$ cat src/rtl/rr_victim_pkg.sv
package rr_victim_pkg;
  typedef enum logic [1:0] {
    PTR_HOLD = 2'd0,
    PTR_STEP = 2'd1,
    PTR_WRAP = 2'd2
  } ptr_op_e;
endpackage

$ cat src/rtl/rr_next_ptr.sv
module rr_next_ptr
  import rr_victim_pkg::*;
#(
  parameter int unsigned NUM_WAYS = 32,
  localparam int unsigned WAY_W  = $clog2(NUM_WAYS),
  localparam int unsigned LOCK_W = $clog2(NUM_WAYS + 1)
) (
  input  logic              fill_hit_i,
  input  logic [WAY_W-1:0]  cur_i,
  input  logic [LOCK_W-1:0] lock_cnt_i,
  output logic [WAY_W-1:0]  nxt_o
);
  localparam logic [WAY_W-1:0]  LAST_WAY = WAY_W'(NUM_WAYS - 1);
  localparam logic [LOCK_W-1:0] ALL_LOCK = LOCK_W'(NUM_WAYS);

  ptr_op_e op;

  always_comb begin
    op = PTR_HOLD;
    if (fill_hit_i && lock_cnt_i < ALL_LOCK) begin
      op = (cur_i == LAST_WAY) ? PTR_WRAP : PTR_STEP;
    end
  end

  always_comb begin
    unique case (op)
      PTR_STEP: nxt_o = cur_i + WAY_W'(1);
      PTR_WRAP: nxt_o = WAY_W'(lock_cnt_i); // first unlocked way
      default:  nxt_o = cur_i;
    endcase
  end
endmodule

$ cat src/rtl/rr_ptr_bank.sv
module rr_ptr_bank #(
  parameter int unsigned NUM_WAYS = 32,
  parameter int unsigned NUM_SETS = 16,
  localparam int unsigned WAY_W  = $clog2(NUM_WAYS),
  localparam int unsigned SET_W  = $clog2(NUM_SETS),
  localparam int unsigned LOCK_W = $clog2(NUM_WAYS + 1)
) (
  input  logic                       clk_i,
  input  logic                       rst_ni,
  input  logic                       fill_i,
  input  logic [SET_W-1:0]           fill_set_i,
  input  logic [NUM_SETS*LOCK_W-1:0] lock_cnt_i,
  output logic [NUM_SETS*WAY_W-1:0]  ptr_o
);
  localparam logic [WAY_W-1:0] RST_WAY = WAY_W'(NUM_WAYS - 1);

  for (genvar s = 0; s < NUM_SETS; s++) begin : g_set
    logic             hit;
    logic [WAY_W-1:0] ptr_q;
    logic [WAY_W-1:0] ptr_d;

    assign hit = fill_i && (fill_set_i == SET_W'(s));

    rr_next_ptr #(.NUM_WAYS(NUM_WAYS)) next_i (
      .fill_hit_i (hit),
      .cur_i      (ptr_q),
      .lock_cnt_i (lock_cnt_i[s*LOCK_W +: LOCK_W]),
      .nxt_o      (ptr_d)
    );

    always_ff @(posedge clk_i or negedge rst_ni) begin
      if (!rst_ni) ptr_q <= RST_WAY;
      else         ptr_q <= ptr_d;
    end

    assign ptr_o[s*WAY_W +: WAY_W] = ptr_q;
  end
endmodule

$ cat src/rtl/rr_query_mux.sv
module rr_query_mux #(
  parameter int unsigned NUM_WAYS = 32,
  parameter int unsigned NUM_SETS = 16,
  localparam int unsigned WAY_W  = $clog2(NUM_WAYS),
  localparam int unsigned SET_W  = $clog2(NUM_SETS),
  localparam int unsigned LOCK_W = $clog2(NUM_WAYS + 1)
) (
  input  logic [SET_W-1:0]           query_set_i,
  input  logic [NUM_SETS*WAY_W-1:0]  ptr_i,
  input  logic [NUM_SETS*LOCK_W-1:0] lock_cnt_i,
  output logic [WAY_W-1:0]           victim_way_o,
  output logic                       no_alloc_o
);
  logic [LOCK_W-1:0] q_lock;

  always_comb begin
    victim_way_o = '0;
    q_lock       = '0;
    for (int s = 0; s < NUM_SETS; s++) begin
      if (query_set_i == SET_W'(s)) begin
        victim_way_o = ptr_i[s*WAY_W +: WAY_W];
        q_lock       = lock_cnt_i[s*LOCK_W +: LOCK_W];
      end
    end
  end

  assign no_alloc_o = (q_lock == LOCK_W'(NUM_WAYS));
endmodule

$ cat src/rtl/rr_victim_sel.sv
module rr_victim_sel #(
  parameter int unsigned NUM_WAYS = 32,
  parameter int unsigned NUM_SETS = 16,
  localparam int unsigned WAY_W  = $clog2(NUM_WAYS),
  localparam int unsigned SET_W  = $clog2(NUM_SETS),
  localparam int unsigned LOCK_W = $clog2(NUM_WAYS + 1)
) (
  input  logic                       clk_i,
  input  logic                       rst_ni,
  input  logic                       fill_i,
  input  logic [SET_W-1:0]           fill_set_i,
  input  logic [NUM_SETS*LOCK_W-1:0] lock_cnt_i,
  input  logic [SET_W-1:0]           query_set_i,
  output logic [WAY_W-1:0]           victim_way_o,
  output logic                       no_alloc_o
);
  logic [NUM_SETS*WAY_W-1:0] ptr_all;

  rr_ptr_bank #(.NUM_WAYS(NUM_WAYS), .NUM_SETS(NUM_SETS)) bank_i (
    .clk_i      (clk_i),
    .rst_ni     (rst_ni),
    .fill_i     (fill_i),
    .fill_set_i (fill_set_i),
    .lock_cnt_i (lock_cnt_i),
    .ptr_o      (ptr_all)
  );

  rr_query_mux #(.NUM_WAYS(NUM_WAYS), .NUM_SETS(NUM_SETS)) mux_i (
    .query_set_i  (query_set_i),
    .ptr_i        (ptr_all),
    .lock_cnt_i   (lock_cnt_i),
    .victim_way_o (victim_way_o),
    .no_alloc_o   (no_alloc_o)
  );
endmodule

$ cat config.mk
export PLATFORM = sky130hd
export DESIGN_NAME = rr_victim_sel
export DESIGN_NICKNAME = d
export VERILOG_FILES = /design/src/rtl/rr_victim_pkg.sv /design/src/rtl/rr_next_ptr.sv /design/src/rtl/rr_ptr_bank.sv /design/src/rtl/rr_query_mux.sv /design/src/rtl/rr_victim_sel.sv
export SDC_FILE = /design/constraint.sdc
export NUM_CORES = 1
export LEC_CHECK = 0
export BUFFER_PORTS_ARGS = -buffer_cell sky130_fd_sc_hd__buf_4
export CAP_MARGIN = 25
export CORE_ASPECT_RATIO = 0.9
export CORE_MARGIN = 10
export CORE_UTILIZATION = 50
export DETAILED_ROUTE_END_ITERATION = 16
export PLACE_DENSITY = 0.68
export SLEW_MARGIN = 20
export SYNTH_ARGS = -nofsm -noshare
export SYNTH_HDL_FRONTEND = slang
export SYNTH_HIERARCHICAL = 1
export SYNTH_SLANG_ARGS = --single-unit
$ cat constraint.sdc
create_clock -name clk_i -period 2.45 [get_ports clk_i]
set_input_delay 0.49 -clock clk_i [delete_from_list [all_inputs] [get_ports clk_i]]
set_output_delay 0.49 -clock clk_i [all_outputs]
set_load 0.02 [all_outputs]
---- Yosys cells after proc, flatten, opt, wreduce, memory -nomap -nowiden ----
Index checks and enable logic that the tools add are counted.
operators by class
  add/sub/neg operators ................... 16
  order comparisons ....................... 16
  eq/ne operators ......................... 79
  muxes and demuxes ....................... 80
  reductions and logical operators ........ 50
operators with widths
  operator               count
  $pmux W5 S2            16
  $lt A6 B6 Y1 const B   16
  $mux W6                16
  $add A5 B1 Y5 const B  16
  $eq A5 B5 Y1 const B   16
  $mux W5                16
  $eq A4 B4 Y1 const B   16
  $mux W2                32
  $eq A2 B1 Y1 const B   16
  $eq A2 B2 Y1 const B   16
  $eq A4 B3 Y1 const B   8
  $logic_and A1 B1 Y1    32
  $reduce_bool A2 Y1     16
  $eq A4 B2 Y1 const B   4
  $eq A4 B1 Y1 const B   2
  $logic_not A4 Y1       2
  $eq A6 B6 Y1 const B   1
storage, ports and cells
  register bits after elaboration ......... 80
  input bits .............................. 107
  output and inout port bits .............. 6
  logic and storage cells ................. 257

---- Depth between registers and ports, before layout ----
  word-level depth ........................ 18
  depth in mapped cells ................... 9
  depth with buffers taken out ............ 6

---- Hierarchy ----
Netlist, hierarchy kept.
modules (own cells, without submodules)
  module        instances  cells each  area each (um^2)  seq. area each (um^2)
  rr_next_ptr   16         28          178.9             0.0
  rr_ptr_bank   1          107         2302.2            2102.0
  rr_query_mux  1          248         1754.2            0.0

---- Least setup slack after synthesis ----
OpenSTA, ideal clock, no wires.
  path kind ............................... input -> output
  start ................................... input query_set_i[2]
  end ..................................... output victim_way_o[0]
  arrival ................................. 1.865 ns
  data required time ...................... 1.960 ns
  slack ................................... 0.095 ns
  stages on the path ...................... 8
  path buffers ............................ 2
  path through ............................ buf_6 -> buf_2 -> nor2b_1 -> a22oi_1 -> o21a_1 -> o21ai_0 -> nand3b_1 -> a31oi_1
between the ends
  word-level cells in the longest chain between the ends .. 17
  elaborated cells on any way between the ends .. 32
  classes of those cells .................. eq/ne (15); mux (16); reduce/logical (1)
ends and longest elaborated chain
  element                line                 source
  start, declared        rr_victim_sel.sv:13  input logic [SET_W-1:0] query_set_i,
  $logic_not A4 Y1       rr_query_mux.sv:20   if (query_set_i == SET_W'(s)) begin
  $mux W5 (15 in a row)  rr_query_mux.sv:20
  $mux W5 *              rr_query_mux.sv:20
  end, declared          rr_victim_sel.sv:14  output logic [WAY_W-1:0] victim_way_o,
Mark *: on every way between the ends. The rest lies on a longest branch, timed or not.

---- Worst setup path after layout ----
  start ................................... input lock_cnt_i[86]
  end ..................................... output no_alloc_o
between the ends
  word-level cells in the longest chain between the ends .. 3
ends and longest elaborated chain
  element               line                 source
  start, declared       rr_victim_sel.sv:12  input logic [NUM_SETS*LOCK_W-1:0] lock_cnt_i,
  $mux W6 (2 in a row)  rr_query_mux.sv:20
  $eq A6 B6 Y1          rr_query_mux.sv:27   assign no_alloc_o = (q_lock == LOCK_W'(NUM_WAYS));
  end, declared         rr_victim_sel.sv:15  output logic no_alloc_o
Every way passes these cells.

==> impl_metrics.toml <==
[run_status]
status = "finished, violations left"
violations = "setup timing"

[drt]
post_drt_via_cell_ratio = 6.203
wire_per_inst_um = 21.06
wirelength_um = 23960
num_vias = 7059
drtIter0Drc = 692
drt-pass1-iter-count = 5
ant_nets = 0
drc = 0

[logic_synthesis]
syn_avg_cell_area_sq_um = 8.617
synth-edff-count = 0
syn_inst = 803
synth_cell_types = 68
ys_seq_area_share_pct = 30.38
synth-seq-cells = 80
ys.flop_type = "dfstp_2"
synthesis.nets = 942
synthArstFlopShare_pct = 100.0
synth_area_sq_um = 6919
synth_warnings = 6

[setup_path]
crit_arrival_ns = 2.17
critical_path_required_ns = 1.96
cpMostUsedCell = "buf_6"
setup.worst_path.end_class = "output pin"
r2r_cells = 6
cp-start-kind = "primary input"
critPathTopFamily = "simple AND/OR/NAND/NOR gates"
setup.worst_path.class = "in -> out"
worst_path_max_delay_cell = "or4b_4"
crit_path_max_fanout = 2
crit_chain = "buf_6, or4b_4, o41ai_4, buf_4, a31oi_1, a32oi_1, and3_4, buf_6"
path_buf_inv = 3
cpPeakStageDelay_ns = 0.54
path_depth = 8

[floorplanning]
rows = 40
fp.dieW_um = 144
dieArea_sq_um = 18950
ios = 113
start_util_pct = 51.39
die_y_um = 131.6
core-area_sq_um = 13460

[final_layout]
mostFrequentLayoutCell = "buf_4"
nets = 1104
syn2layout_area_growth_pct = 29.24
fillCellCount = 1095
diodes = 0
top_register = "bank_i/g_set.ptr_q"
layout_common_cells = "buf_4 (170), a21oi_1 (98), o21ai_0 (83)"
reg_top3 = "bank_i/g_set.ptr_q x80"
largest_reg_flops = 80
fin_util_pct = 66.42
final_layout_size_suffix_gt1_share_pct = 35.46

[placed_design]
gp_congestion = 0.9578
place_ws_ns = -0.2870
numPortBuffers = 112
post-dp-hpwl_um = 18580

[clock_tree]
root_buffer = "clkbuf_16"
ctsHoldBuffers = 0
cts_buffers = 9
h-tree-depth = 3
clkSinkCount = 80
clock_path_buffers = 2
path_clk_slew_ns = 0.06
insertion_delay_ns = 0.35
cts_tree = "done"

[sta]
setup_viol = 4
finClkSkew_ns = 0.003170
worstMarginPinSlew_ns = 0.5634
hold_violations = 0
fmax_ghz = 0.3766
rsz0062_at_grt = "yes"
tns_ns = -0.3063
layout_setup_ws_ns = -0.2055
min_period_over_period_pct = 108.4
finalMaxSlewViolations = 0
min_period_ns = 2.656
slew_headroom_pct = 62.15

[global_routing]
grt_first_pass_wirelength_um = 37140
grt_pass1_vias = 6954
track_usage_pct = 24.62
grt-ovfl-total = 0
antenna_found_initial = 0
grt_max_degree = 47

[power_and_ir_drop]
power_mw = 4.465
p_per_area_nw_per_um2 = 499.3
ir_drop_mv = 0.4234
p_leak_nw = 3.619

[run]
cap_violations = 0

[worst_hold_path]
holdCritPathClass = "in -> async"
## worst paths after layout
check | endpoint | slack, ns | from
max | no_alloc_o | -0.21 | lock_cnt_i[86]
min | bank_i/g_set[6].ptr_q[4] | 0.42 | rst_ni
max reg2reg | bank_i/g_set[7].ptr_q[2] | 0.59 | bank_i/g_set[7].ptr_q[0]
min reg2reg | bank_i/g_set[15].ptr_q[4] | 0.49 | bank_i/g_set[15].ptr_q[4]
max in group asynchronous | bank_i/g_set[13].ptr_q[1] | 1.67 | rst_ni
min in group clk_i | bank_i/g_set[14].ptr_q[2] | 0.43 | lock_cnt_i[86]
## synth_stat cells (3+ instances only)
cell        n  area share (%)
a211oi_1    3            0.33
and3_1     18             1.6
buf_2      14             1.0
a31o_1     16             2.0
or2_0      16             1.4
ha_1       32             5.8
nand2_1    70             3.8
nand2b_1   34             3.1
a32oi_1     6            0.76
o21ai_1     8            0.58
a31oi_1     5            0.45
nor3_2      6            0.87
a22oi_1     4            0.43
mux2i_1    48             6.9
o211ai_1    3            0.33
o31ai_1     5            0.54
a32o_1      3            0.43
dfstp_2    80              30
mux4_2      9             2.9
nand2b_2    3            0.38
nor2b_1    26             2.4
a21oi_1   101             7.3
nor3_1      7            0.51
o22ai_1    18             1.6
buf_6      20             3.3
nor2_1     40             2.2
o221ai_1    5            0.63
inv_1      22             1.2
mux2_2      5            0.81
nand3_1    23             1.7
nand3b_1   19             2.1
buf_4       4            0.43
o21ai_0    84             6.1
## stage by stage
stage | hold slack, ns | instances | cell area, sq um
after floorplan | 0.3422 | 803 | 6919
after global placement | 0.4755 | 1111 | 8227
after detailed placement | 0.4886 | 1111 | 8227
after CTS | 0.4226 | 1135 | 8831
after global routing | 0.4538 | 1138 | 8942
final | 0.4188 | 1138 | 8942
## timing repair
action,in CTS,in global routing
endpoints found under the setup margin,6,6
pin swaps,8,13
cloned,5,0
buffers inserted,3,3
resized for setup,24,21
## cell type report
| class | count | area (sq um) | share of cell area (%) |
|---|---|---|---|
| clock buffers | 11 | 242.7 | 2.714 |
| clock inverters | 5 | 80.08 | 0.8955 |
| inverters | 24 | 97.59 | 1.091 |
| multi-input cells | 658 | 4503 | 50.36 |
| flip-flops and latches | 80 | 2102 | 23.51 |
| well taps | 168 | 210.2 | 2.351 |
| repair buffers | 192 | 1707 | 19.08 |
## report_power, final
group | total (mW) | switching [mW] | internal (mW)
clock network | 1.49 | 0.573 | 0.919
registers | 1.83 | 0.250 | 1.58
logic | 1.15 | 0.570 | 0.576
total | 4.46 | 1.39 | 3.07
## layer usage
layer / GRT usage [%] / wire, um / vias up
li1: - / - / 3322
met3: 6.160 / 1957 / 39
met4: 6.746 / 501 / 0
met1: 32.85 / 10420 / 3373
met2: 38.36 / 11090 / 325
met5: 0 / 0 / -
## logic make-up (layout without fill, tap and decap cells)
kind of cell	Yosys count	in the layout	share of synthesized area, %
adders and majority gates	32	32	5.787
and+or+nand+nor	279	279	21.99
DFF	80	80	30.38
muxes	65	65	11.39
AOI/OAI and AO/OA	282	282	24.29
buffers and inverters	65	232	6.167
(Power assumes the default switching activity.)
